### src/rtl/sar_seq_pkg.sv
package sar_seq_pkg;
  typedef enum logic [1:0] {
    PH_IDLE    = 2'd0,
    PH_BUFFER  = 2'd1,
    PH_DIRECT  = 2'd2,
    PH_RESOLVE = 2'd3
  } phase_t;
endpackage

### src/rtl/sar_req_latch.sv
module sar_req_latch #(
  parameter int CH_W = 3
) (
  input  logic            clk,
  input  logic            rst,
  input  logic            accept,
  input  logic [CH_W-1:0] req_ch,
  input  logic [1:0]      req_st,
  output logic [CH_W-1:0] held_ch,
  output logic [1:0]      held_st
);
  always_ff @(posedge clk) begin
    if (rst) begin
      held_ch <= '0;
      held_st <= '0;
    end else if (accept) begin
      held_ch <= req_ch;
      held_st <= req_st;
    end
  end
endmodule

### src/rtl/sar_phase_ctl.sv
module sar_phase_ctl
  import sar_seq_pkg::*;
#(
  parameter int INIT_TICKS    = 2,
  parameter int FS_BASE_LOG2  = 1
) (
  input  logic   clk,
  input  logic   rst,
  input  logic   tick,
  input  logic   accept,
  input  logic [1:0] st_code,
  input  logic   last_trial,
  output phase_t phase,
  output logic   load_sar
);
  localparam int FS_MAX   = 1 << (FS_BASE_LOG2 + 3);
  localparam int CNT_SPAN = (FS_MAX > INIT_TICKS) ? FS_MAX : INIT_TICKS;
  localparam int CNT_W    = $clog2(CNT_SPAN);

  logic [CNT_W-1:0] cnt_q;
  logic [CNT_W-1:0] init_last;
  logic [CNT_W-1:0] fin_last;

  assign init_last = CNT_W'(INIT_TICKS - 1);
  assign fin_last  = CNT_W'((1 << (FS_BASE_LOG2 + int'(st_code))) - 1);
  assign load_sar  = (phase == PH_DIRECT) && tick && (cnt_q == fin_last);

  always_ff @(posedge clk) begin
    if (rst) begin
      phase <= PH_IDLE;
      cnt_q <= '0;
    end else begin
      unique case (phase)
        PH_IDLE: begin
          cnt_q <= '0;
          if (accept) phase <= PH_BUFFER;
        end
        PH_BUFFER: if (tick) begin
          if (cnt_q == init_last) begin
            phase <= PH_DIRECT;
            cnt_q <= '0;
          end else begin
            cnt_q <= cnt_q + 1'b1;
          end
        end
        PH_DIRECT: if (tick) begin
          if (load_sar) begin
            phase <= PH_RESOLVE;
            cnt_q <= '0;
          end else begin
            cnt_q <= cnt_q + 1'b1;
          end
        end
        PH_RESOLVE: if (tick && last_trial) phase <= PH_IDLE;
        default: phase <= PH_IDLE;
      endcase
    end
  end
endmodule

### src/rtl/sar_bit_engine.sv
module sar_bit_engine
  import sar_seq_pkg::*;
#(
  parameter int RES_BITS = 10
) (
  input  logic                clk,
  input  logic                rst,
  input  logic                tick,
  input  phase_t              phase,
  input  logic                load_sar,
  input  logic                comp_ge,
  output logic                last_trial,
  output logic [RES_BITS-1:0] dac_code,
  output logic [RES_BITS-1:0] result,
  output logic                eoc
);
  localparam logic [RES_BITS-1:0] MSB_ONLY = {1'b1, {(RES_BITS-1){1'b0}}};

  logic [RES_BITS-1:0] kept_q;
  logic [RES_BITS-1:0] trial_q;
  logic [RES_BITS-1:0] kept_nx;
  logic                stepping;

  assign stepping   = (phase == PH_RESOLVE) && tick;
  assign last_trial = trial_q[0];
  assign kept_nx    = comp_ge ? (kept_q | trial_q) : kept_q;
  assign dac_code   = (phase == PH_RESOLVE) ? (kept_q | trial_q) : '0;

  always_ff @(posedge clk) begin
    if (rst) begin
      kept_q  <= '0;
      trial_q <= '0;
      result  <= '0;
      eoc     <= 1'b0;
    end else begin
      eoc <= 1'b0;
      if (load_sar) begin
        kept_q  <= '0;
        trial_q <= MSB_ONLY;
      end else if (stepping) begin
        kept_q  <= kept_nx;
        trial_q <= trial_q >> 1;
        if (trial_q[0]) begin
          result <= kept_nx;
          eoc    <= 1'b1;
        end
      end
    end
  end
endmodule

### src/rtl/sar_conv_seq.sv
module sar_conv_seq
  import sar_seq_pkg::*;
#(
  parameter int CH_W         = 3,
  parameter int RES_BITS     = 10,
  parameter int INIT_TICKS   = 2,
  parameter int FS_BASE_LOG2 = 1
) (
  input  logic                clk,
  input  logic                rst,
  input  logic                tick,
  input  logic                start,
  input  logic [CH_W-1:0]     start_ch,
  input  logic [1:0]          start_st,
  input  logic                comp_ge,
  output logic                busy,
  output logic                amp_en,
  output logic                samp_en,
  output logic [CH_W-1:0]     chan,
  output logic [1:0]          st_code,
  output logic [RES_BITS-1:0] dac_code,
  output logic                eoc,
  output logic [RES_BITS-1:0] result
);
  phase_t phase;
  logic   accept;
  logic   load_sar;
  logic   last_trial;

  assign accept  = start && (phase == PH_IDLE);
  assign busy    = (phase != PH_IDLE);
  assign amp_en  = (phase == PH_BUFFER);
  assign samp_en = (phase == PH_BUFFER) || (phase == PH_DIRECT);

  sar_req_latch #(.CH_W(CH_W)) u_req (
    .clk(clk), .rst(rst), .accept(accept),
    .req_ch(start_ch), .req_st(start_st),
    .held_ch(chan), .held_st(st_code)
  );

  sar_phase_ctl #(.INIT_TICKS(INIT_TICKS), .FS_BASE_LOG2(FS_BASE_LOG2)) u_ctl (
    .clk(clk), .rst(rst), .tick(tick), .accept(accept),
    .st_code(st_code), .last_trial(last_trial),
    .phase(phase), .load_sar(load_sar)
  );

  sar_bit_engine #(.RES_BITS(RES_BITS)) u_sar (
    .clk(clk), .rst(rst), .tick(tick), .phase(phase),
    .load_sar(load_sar), .comp_ge(comp_ge),
    .last_trial(last_trial), .dac_code(dac_code),
    .result(result), .eoc(eoc)
  );
endmodule

### config.mk
export PLATFORM = sky130hd
export DESIGN_NAME = sar_conv_seq
export DESIGN_NICKNAME = d
export VERILOG_FILES = /design/src/rtl/sar_seq_pkg.sv /design/src/rtl/sar_req_latch.sv /design/src/rtl/sar_phase_ctl.sv /design/src/rtl/sar_bit_engine.sv /design/src/rtl/sar_conv_seq.sv
export SDC_FILE = /design/constraint.sdc
export NUM_CORES = 1
export LEC_CHECK = 0
export BUFFER_PORTS_ARGS = -buffer_cell sky130_fd_sc_hd__buf_2
export CAP_MARGIN = 20
export CORE_ASPECT_RATIO = 0.5
export CORE_MARGIN = 2
export CORE_UTILIZATION = 40
export CTS_CLUSTER_DIAMETER = 100
export DETAILED_ROUTE_END_ITERATION = 12
export PLACE_DENSITY = 0.67
export SYNTH_ARGS = -nofsm -noshare
export SYNTH_HDL_FRONTEND = slang
export SYNTH_HIERARCHICAL = 1
export SYNTH_SLANG_ARGS = --single-unit
### constraint.sdc
create_clock -name clk -period 5.25 [get_ports clk]
set_clock_uncertainty 0.2 [all_clocks]
set_input_delay 0 -clock clk [delete_from_list [all_inputs] [get_ports clk]]
set_output_delay 0 -clock clk [all_outputs]
set_load 0.1 [all_outputs]
---- Word level (Yosys, flattened, before mapping) ----
Cells that the tools add are included.
word-level totals
  word-level logic and storage cells ...... 59
  bits in registers ....................... 42
  output and inout port bits .............. 29
  memory bits (writable) .................. 0
  memory bits (read-only) ................. 0
  memories kept ........................... 0
  bits of input ports ..................... 10
  bits in latches ......................... 0
operators by class
  reductions and logical operators ........ 15
  multipliers ............................. 0
  add/subtract/negate cells ............... 3
  shifts and indexed selects .............. 1
  divide/modulo/power cells ............... 0
  order comparisons ....................... 0
  eq/ne operators ......................... 11
  mux-type cells .......................... 17
  bitwise logic cells ..................... 3
operators with widths
  operator                                                count
  2-to-1 mux 10 bit                                       4
  << shifter 1 x 32 -> 4 bit (first input constant)       1
  2-to-1 mux 4 bit                                        4
  2-to-1 mux 2 bit                                        6
  one-hot mux 4 bit (3 select lines)                      1
  OR 10 bit                                               1
  inequality test 2 bit (second input constant)           4
  one-hot mux 2 bit (4 select lines)                      1
  AND reduction 3 bit                                     2
  AND reduction 6 bit                                     1
  logical AND 1 bit                                       5
  adder 4 x 1 -> 4 bit (second input constant)            1
  == test 2 bit (second input constant)                   2
  == test 4 x 1 -> 1 bit (second input constant)          1
  == test 4 bit                                           1
  inequality test 2 x 1 -> 1 bit (second input constant)  2
  nonzero test 2 bit                                      2
  subtractor 4 x 2 -> 4 bit (second input constant)       1
  adder 1 x 2 -> 3 bit (first input constant)             1
  nonzero test 3 bit                                      1
  OR reduction 3 bit                                      1
  == test 2 x 1 -> 1 bit (second input constant)          1
  logical NOT 2 bit                                       1
  NOT 1 bit                                               2
  other kinds (3)                                         3

---- Longest topological paths before layout ----
Gate-level depths: netlist (run 1).
  depth after elaboration ................. 8
  mapped depth ............................ 8
  depth with buffers taken out ............ 7

---- Hierarchy ----
The synthesis (run 1) kept the hierarchy.
by module, submodules not included
  module          seq. area each (um2)  cells each  area each (um2)  instances
  sar_bit_engine  620.6                 138         1189.9           1
  sar_phase_ctl   120.1                 60          534.3            1
  sar_req_latch   100.1                 16          180.2            1
  sar_conv_seq    0.0                   6           42.5             1

---- Least setup slack after synthesis (run 1) ----
OpenSTA, ideal clock, no wires.
  path type ............................... reg-to-reg
  start point ............................. reg u_req.held_st[0]
  end point ............................... reg u_sar.kept_q[0]
  buffers on the path ..................... 1
  stages on the path, launching flop included .. 9
  required time ........................... 4.990 ns
  setup slack ............................. 2.436 ns
  clock period less this slack ............ 2.814 ns
  data arrival time ....................... 2.554 ns
  library setup time ...................... 0.060 ns
  cells stage by stage .................... dfxtp_1 inv_1 o2111a_1 o21ai_2 nor2_1 or2_1 buf_6 nor3_4 a22o_1
on the way
  word-level cells in the longest chain between the ends .. 6
RTL lines
  element                              line                  RTL
  start: declaration                   sar_req_latch.sv:10   output logic [1:0] held_st
  start signal: assignment             sar_req_latch.sv:18   held_st <= req_st;
  adder 1 x 2 -> 3 bit                 sar_phase_ctl.sv:25   assign fin_last = CNT_W'((1 << (FS_BASE_LOG2 + int'(st_code))) - 1);
  << shifter 1 x 32 -> 4 bit           sar_phase_ctl.sv:25
  subtractor 4 x 2 -> 4 bit            sar_phase_ctl.sv:25
  == test 4 bit                        sar_phase_ctl.sv:26   assign load_sar = (phase == PH_DIRECT) && tick && (cnt_q == fin_last);
  logical AND 1 bit                    sar_phase_ctl.sv:26
  named net load_sar                   sar_conv_seq.sv:27    logic load_sar;
  OR reduction 2 bit (no source line)  -
  end signal: assignment               sar_bit_engine.sv:41  kept_q <= kept_nx;
  end: declaration                     sar_bit_engine.sv:19  logic [RES_BITS-1:0] kept_q;
The timed path passes the listed nets, and every way through them passes these cells.
A chain may end at the register's enable or synchronous reset.

---- Final worst setup path (run 1) ----
  start point ............................. reg u_ctl.phase[0]
  end point ............................... reg u_sar.result[0]
on the way
  word-level cells in the longest chain between the ends .. 5
  elaborated cells between the ends (all ways) .. 7
  classes of those cells .................. eq/ne: 2; bitwise: 1; reduce/logical: 4
RTL lines
  element                               line                  RTL
  start: declaration                    sar_phase_ctl.sv:13   output phase_t phase,
  start signal: assignment              sar_phase_ctl.sv:30   phase <= PH_IDLE;
  start signal: assignment              sar_phase_ctl.sv:36   if (accept) phase <= PH_BUFFER;
  start signal: assignment              sar_phase_ctl.sv:40   phase <= PH_DIRECT;
  == test 2 bit                         sar_phase_ctl.sv:26
  logical AND 1 bit (2 in a row)        sar_phase_ctl.sv:26
  named net load_sar                    sar_conv_seq.sv:27
  NOT 1 bit (no source line)            -
  AND reduction 3 bit (no source line)  -
  end signal: assignment                sar_bit_engine.sv:44  result <= kept_nx;
  end: declaration                      sar_bit_engine.sv:14  output logic [RES_BITS-1:0] result,
The timed path passes the listed nets, and every way through them passes these cells.

==> impl_results.md, run 1 <==
* Req. time, crit path at 5.22 ns
* R2r setup slk at 2.65 ns
* Gr usage total at 0.183
* Critical Path Fanout Max at 11
* Synth-to-Final Area Change at 22.9%
* First-pass GRT wire length at 7580 microns
* Clk sinks at 42
* CTS Hold Bufs at 12
* Post-CTS sizing at 0
* Remaining DRCs at 0
* Vias at 1,745
* GRT Residual Overflow at 0
* WL per Instance at 14.1 microns
* Crit path time final at 2.60 ns
* Routed WL at 4720 microns
* Worst-Skew Late Latency at 0.30 ns
* Die width at 103 microns
* Antenna violations before repair at 0
* Largest net degree at the start of global routing at 27
* Post-DP HPWL at 3050 microns
* Vias in the first global route at 1,567
* CORE AREA at 0.00453 sq mm
* Fmax at 385 MHz
* Hold path depth at 4
* Pwr dens at 415 mW/mm^2
* Mean post-synth cell area at 8.85 sq um
* Top-count cell post-synth: dfxtp_1
* Placed Instances at 315
* Fin. Hold Viols at 0
* Worst Reg-to-Reg Cells at 7
* Peak VDD IR at 233 uV
* Cell Count, Final, Fillers Out at 335
* CTS tree: built
* Post-route ant nets at 0
* Top cell type's share of synthesized area at 0.432
* Vias/cell at 5.21
* Slew Limit Fails at 0
* Leak at 0.957 nW
* DR pass1 iterations at 4
* Fin util at 0.528
* Status: finished clean
* RR Startpoint: u_ctl/phase[0]
* Global placement routability congestion at 0.758
* Synth Net Count at 239
* # nets final at 287
* Antenna fix cells at 0
* Critical R2R Capture: u_sar/result[0]
* Max-slew headroom at 0.454
* CP endpoint kind: register
* Worst-path clk slew at 0.09 ns
* Critical path class: reg -> reg
* Hold Startpoint: tick
* Worst Hold Class: in -> reg
* Startpoint Class: register
* Worst EP arrival at 2.56 ns
* Post-synth EDFFs at 0
* RSZ-0062 raised after global routing: no
* Postcts setup bufs at 0
* Register area share after synthesis at 0.432
* Final setup vio count at 0
* Die H at 53.3 microns
* Root Driver: clkbuf_8
* Top Ports at 39
* # Max-Cap Violations at 0
* Layout cells sized above 1 at 0.204
* Syn Inst Count at 220
* Ys async rst share at 0
* Synthesis warning total at 6
* Die Area at 0.00547 sq mm
* Buffers on Ports at 38
* CTS buffer count at 5
* H-Tree Depth at 2
* Setup TNS at 0 ns
* Yosys top cell by area: dfxtp_1
* Initial Utilization at 0.430
* Clock Path Buffers at 2
* Synth Flop Type: dfxtp_1
* DRT iter0 DRCs at 68
* Row count at 17
* Largest cells by area after synthesis: dfxtp_1 (43%), a21oi_1 (8.0%), nor2_1 (6.4%), ha_1 (5.8%), nand2_1 (4.8%)
* Yosys cell types at 37
* Fin crit share at 0.495
* Worst slew pin tran at 0.817 ns
* Seq cells post-synth at 42
* WHS Endpoint: u_sar/kept_q[2]
* Post-Syn Area at 0.00195 sq mm
* Synth cell count leaders: dfxtp_1 (42), nor2_1 (33), a21oi_1 (31)
[cells in the final DEF, fill, tap and decap left out, drive strengths merged, types with 3 or more instances in the layout]
cell type    Yosys  layout
buf              6      38
nor2            33      33
a21oi           31      31
clkbuf           3       5
dfxtp           42      42
dlygate4sd3      0      12
a22o            10      10
nand3            4       4
ha               9       9
a31oi            3       3
mux2i            6       6
nand2           25      25
nor2b            3       3
inv             11      12
a211oi          11      11
[worst max path at each step]
stage	start	to	slack, ns	cells past startpoint
after floorplan	u_req/held_st[0]	u_sar/kept_q[0]	2.44	8
after global placement	u_req/held_st[0]	u_sar/result[5]	2.84	7
after detailed placement	u_ctl/phase[0]	u_sar/result[0]	2.70	7
after CTS	u_req/held_st[0]	u_sar/result[0]	2.68	7
after global routing	u_ctl/phase[0]	u_sar/result[3]	2.45	7
final	u_ctl/phase[0]	u_sar/result[0]	2.65	7
[through the flow]
| stage | area [sq um] | hold WS (ns) | setup WS [ns] | total power [mW] |
|---|---|---|---|---|
| finish | 2390 | 0.0647 | 2.65 | 0.993 |
| global route | 2390 | 0.0840 | 2.45 | 1.04 |
| CTS | 2390 | 0.0606 | 2.68 | 0.993 |
| detailed placement | 2160 | 0.0431 | 2.70 | 0.721 |
| global placement | 2160 | 0.0375 | 2.84 | 0.712 |
| floorplan | 1950 | -0.131 | 2.44 | 0.677 |
[cell families after synthesis]
group,synth area share
simple gates,0.180
fa+ha+maj,0.0578
buf+inv,0.0514
mux,0.0308
compound gates,0.248
flops,0.432
[sequential cells by signal (all words and copies together), names as in the netlist]
name	flops
u_sar/kept_q	10
u_sar/result	10
u_sar/trial_q	10
u_ctl/cnt_q	4
u_req/held_ch	3
u_ctl/phase	2
u_req/held_st	2
u_sar/eoc	1
[routing by layer]
layer | routed length, microns | vias to the layer above | GRT usage | share of wire
met3 | 189 | 8 | 0.0436 | 0.040
met2 | 2240 | 37 | 0.303 | 0.47
li1 | - | 862 | - | -
met1 | 2210 | 838 | 0.232 | 0.47
met5 | 0 | - | 0 | 0
met4 | 78 | 0 | 0.0733 | 0.017
[cell type report]
cell class	count	area [sq um]
fill	425	2140
multi-input combinational	158	1010
sequential	42	841
timing repair buffer	50	310
tap	66	82.6
clock buffer	5	68.8
clock inverter	3	43.8
inverter	11	41.3
[critical path: stages, from the launching register on]
cell and delay (ns):
dfxtp_1 0.52, inv_1 0.12, ha_1 0.26, inv_1 0.12, nor2_1 0.10, nor2b_1 0.56
and2_1 0.46, a211oi_1 0.14
[power breakdown]
group | total, mW | internal (mW) | switching (mW)
Clock | 0.259 | 0.143 | 0.117
Sequential | 0.357 | 0.333 | 0.0236
Combinational | 0.377 | 0.0987 | 0.278
(Power assumes the default switching activity.)
==> inputs of run 2 (changes only) <==
ABC_AREA = 1   (was default)
PLACE_DENSITY = 0.69   (was 0.67)
clock period = 2.27 ns   (was 5.25 ns; I/O delays follow)
==> impl_results.md, run 2 <==
* Clock power share at 0.183 (was 0.261)
* Post-route ant nets at 0 (unchanged)
* Remaining DRCs at 0 (unchanged)
* Worst slew pin tran at 0.492 ns (was 0.817 ns)
* Top flop regs: u_sar/kept_q: 10 flops, u_sar/result: 10 flops, u_sar/trial_q: 10 flops (unchanged)
* Yosys cell types at 29 (was 37)
* Gate power share at 0.479 (was 0.380)
* Worst Hold Class: in -> reg (unchanged)
* Setup TNS at 0 ns (unchanged)
* Worst-path clk slew at 0.08 ns (was 0.09 ns)
* # Max-Cap Violations at 0 (unchanged)
* Top-count cell post-synth: nand2_1 (was dfxtp_1)
* H-Tree Depth at 2 (unchanged)
* Post-CTS sizing at 0 (unchanged)
* Synth cell count leaders: nand2_1 (59), dfxtp_1 (42), inv_1 (42) (was dfxtp_1 (42), nor2_1 (33), a21oi_1 (31))
* Top Ports at 39 (unchanged)
* Postcts setup bufs at 0 (unchanged)
* RR Startpoint: u_ctl/phase[1] (was u_ctl/phase[0])
* Root Driver: clkbuf_8 (unchanged)
* Yosys top cell by area: dfxtp_1 (unchanged)
* Worst Reg-to-Reg Cells at 8 (was 7)
* Sw frac at 0.485 (was 0.421)
* Fmax at 480 MHz (was 385 MHz)
* Peak VDD IR at 555 uV (was 233 uV)
* Placed Instances at 384 (was 315)
* Leak at 1.15 nW (was 0.957 nW)
* Synthesis warning total at 6 (unchanged)
* Antenna violations before repair at 0 (unchanged)
* Pwr dens at 1030 mW/mm^2 (was 415 mW/mm^2)
* Status: finished clean (unchanged)
* Die Area at 0.00573 sq mm (was 0.00547 sq mm)
* Clock Path Buffers at 2 (unchanged)
* Critical Path Fanout Max at 11 (unchanged)
* Buffers on Ports at 38 (unchanged)
* Vias in the first global route at 1,693 (was 1,567)
* Vias at 1,881 (was 1,745)
* Post-DP HPWL at 3130 microns (was 3050 microns)
* Mean post-synth cell area at 7.27 sq um (was 8.85 sq um)
* Final setup vio count at 0 (unchanged)
* FILL cells at 487 (was 425)
* Largest net degree at the start of global routing at 21 (was 27)
* Initial Utilization at 0.414 (was 0.430)
* Cell Count, Final, Fillers Out at 404 (was 335)
* Final hold slack at 0.0145 ns (was 0.0647 ns)
* RSZ-0062 raised after global routing: no (unchanged)
* Vias/cell at 4.66 (was 5.21)
* First-pass GRT wire length at 7070 microns (was 7580 microns)
* WL per Instance at 11.0 microns (was 14.1 microns)
* Crit path time final at 2.08 ns (was 2.60 ns)
* Setup ws final at 0.188 ns (was 2.65 ns)
* Routed WL at 4440 microns (was 4720 microns)
* CP endpoint kind: register (unchanged)
* Req. time, crit path at 2.30 ns (was 5.22 ns)
* Worst EP arrival at 2.11 ns (was 2.56 ns)
* Pre-CTS setup slack at 0.237 ns (was 2.70 ns)
* GRT Residual Overflow at 0 (unchanged)
* Row count at 18 (was 17)
* CTS buffer count at 5 (unchanged)
* Register share of total power at 0.338 (was 0.359)
* Critical R2R Capture: u_req/held_ch[1] (was u_sar/result[0])
* Crit path to: u_req/held_ch[1] (was u_sar/result[0])
* Post-synth EDFFs at 0 (unchanged)
* R2r setup slk at 0.19 ns (was 2.65 ns)
* Die width at 105 microns (was 103 microns)
* Max-slew headroom at 0.674 (was 0.454)
* Register area share after synthesis at 0.412 (was 0.432)
* Global placement routability congestion at 0.800 (was 0.758)
* Startpoint Class: register (unchanged)
* Synth Net Count at 300 (was 239)
* Die H at 54.5 microns (was 53.3 microns)
* Fin crit share at 0.917 (was 0.495)
* DR pass1 iterations at 4 (unchanged)
* Clk sinks at 42 (unchanged)
* Critical path launch point: u_ctl/phase[1] (was u_ctl/phase[0])
* Critical path class: reg -> reg (unchanged)
* Syn Inst Count at 281 (was 220)
* Commonest non-fill, non-tap cell in the layout: nand2_1 (was dfxtp_1)
* Cell Int Power at 1.32 mW (was 0.575 mW)
* Synth Flop Type: dfxtp_1 (unchanged)
* Top cell type's share of synthesized area at 0.412 (was 0.432)
* Gr usage total at 0.159 (was 0.183)
* Layout cells sized above 1 at 0.189 (was 0.204)
* Most frequent cells in the layout: nand2_1 (59), inv_1 (42), dfxtp_1 (41) (was dfxtp_1 (42), buf_2 (38), nor2_1 (33))
* Ys async rst share at 0 (unchanged)
* DRT iter0 DRCs at 53 (was 68)
* Net Switching at 1.24 mW (was 0.419 mW)
* CORE AREA at 0.00493 sq mm (was 0.00453 sq mm)
* Slew Limit Fails at 0 (unchanged)
* # nets final at 352 (was 287)
* Post-Syn Area at 0.00204 sq mm (was 0.00195 sq mm)
* Fin. Hold Viols at 0 (unchanged)
* Largest cells by area after synthesis: dfxtp_1 (41%), nand2_1 (11%), a21oi_1 (8.6%), inv_1 (7.7%), nor2_1 (7.2%) (was dfxtp_1 (43%), a21oi_1 (8.0%), nor2_1 (6.4%), ha_1 (5.8%), nand2_1 (4.8%))
* Synth-to-Final Area Change at 21.8% (was 22.9%)
* Worst-Skew Late Latency at 0.29 ns (was 0.30 ns)
* Seq cells post-synth at 42 (unchanged)
* CTS tree: built (unchanged)
* Antenna fix cells at 0 (unchanged)
run 2: cell types whose count changed in the layout (fill, tap and decap cells not counted), moves of 6 or more:
cell      change
nor2_1        +6
o21ai_0       +9
inv_1        +31
nor3b_1       +7
nand2_1      +34
mux2i_1       -6
a211oi_1     -10
a22o_1       -10
run 2: power groups by stage:
stage	clock [mW]	combinational (mW)	sequential [mW]
4_1_cts	0.494	1.22	0.864
6_report	0.467	1.22	0.864
3_3_place_gp	0	1.17	0.875
2_1_floorplan	0	0.862	1.04
3_5_place_dp	0	1.19	0.878
5_1_grt	0.517	1.33	0.875
run 2: cell families (layout without fill, tap and decap cells):
logic type | count (synthesis) | count (layout) | synth area share
simple gates | 126 | 126 | 0.288
flops | 42 | 42 | 0.412
compound gates | 52 | 52 | 0.135
fa+ha+maj | 9 | 9 | 0.0551
buf+inv | 52 | 105 | 0.110
run 2: cell type report:
class / instances / area, sq um / share of cell area
Clock buffer: 6 / 72.6 / 0.0292
Multi-Input combinational cell: 187 / 976 / 0.393
Sequential cell: 42 / 842 / 0.339
Clock inverter: 2 / 13.8 / 0.00554
Tap cell: 70 / 87.6 / 0.0352
Inverter: 45 / 169 / 0.0679
Timing Repair Buffer: 52 / 325 / 0.131
run 2: worst min-delay path by stage:
stage	startpoint	endpoint	slack, ns	cells after the start
global route	tick	u_ctl/cnt_q[3]	0.04	4
global placement	start_ch[0]	u_req/held_ch[0]	0.08	5
finish	tick	u_ctl/cnt_q[3]	0.01	4
CTS	tick	u_ctl/cnt_q[3]	0.01	4
floorplan	rst	u_sar/trial_q[9]	-0.13	1
detailed placement	start_ch[1]	u_req/held_ch[1]	0.1	5
run 2: metal layers:
metal | vias to the layer above | global-route usage | routed length [microns] | part of all wire
met5 | - | 0 | 0 | 0
met4 | 0 | 0.0622 | 50 | 0.011
met3 | 5 | 0.0452 | 164 | 0.037
met2 | 23 | 0.319 | 2290 | 0.52
met1 | 876 | 0.166 | 1940 | 0.44
li1 | 977 | - | - | -
run 2: per-stage QoR:
step / util / cell area, sq um / power, mW
detailed placement: 0.462 / 2280 / 2.07
CTS: 0.504 / 2490 / 2.58
global route: 0.504 / 2490 / 2.72
finish: 0.504 / 2490 / 2.56
global placement: 0.462 / 2280 / 2.04
floorplan: - / 2040 / 1.90
run 2: worst max-delay path, cell delays in order (launching register included):
cell	delay, ns
dfxtp_1	0.49
inv_1	0.11
ha_1	0.20
nand2_1	0.06
inv_1	0.15
nand2_1	0.11
nand2_1	0.05
dlygate4sd3_1	0.57
nor2_1	0.08
run 2: what timing repair did:
item | 4_1_cts | 5_1_grt
endpoints found under the hold margin | 19 | 0
setup endpoints to repair | 0 | 1
hold buffers | 12 | 0
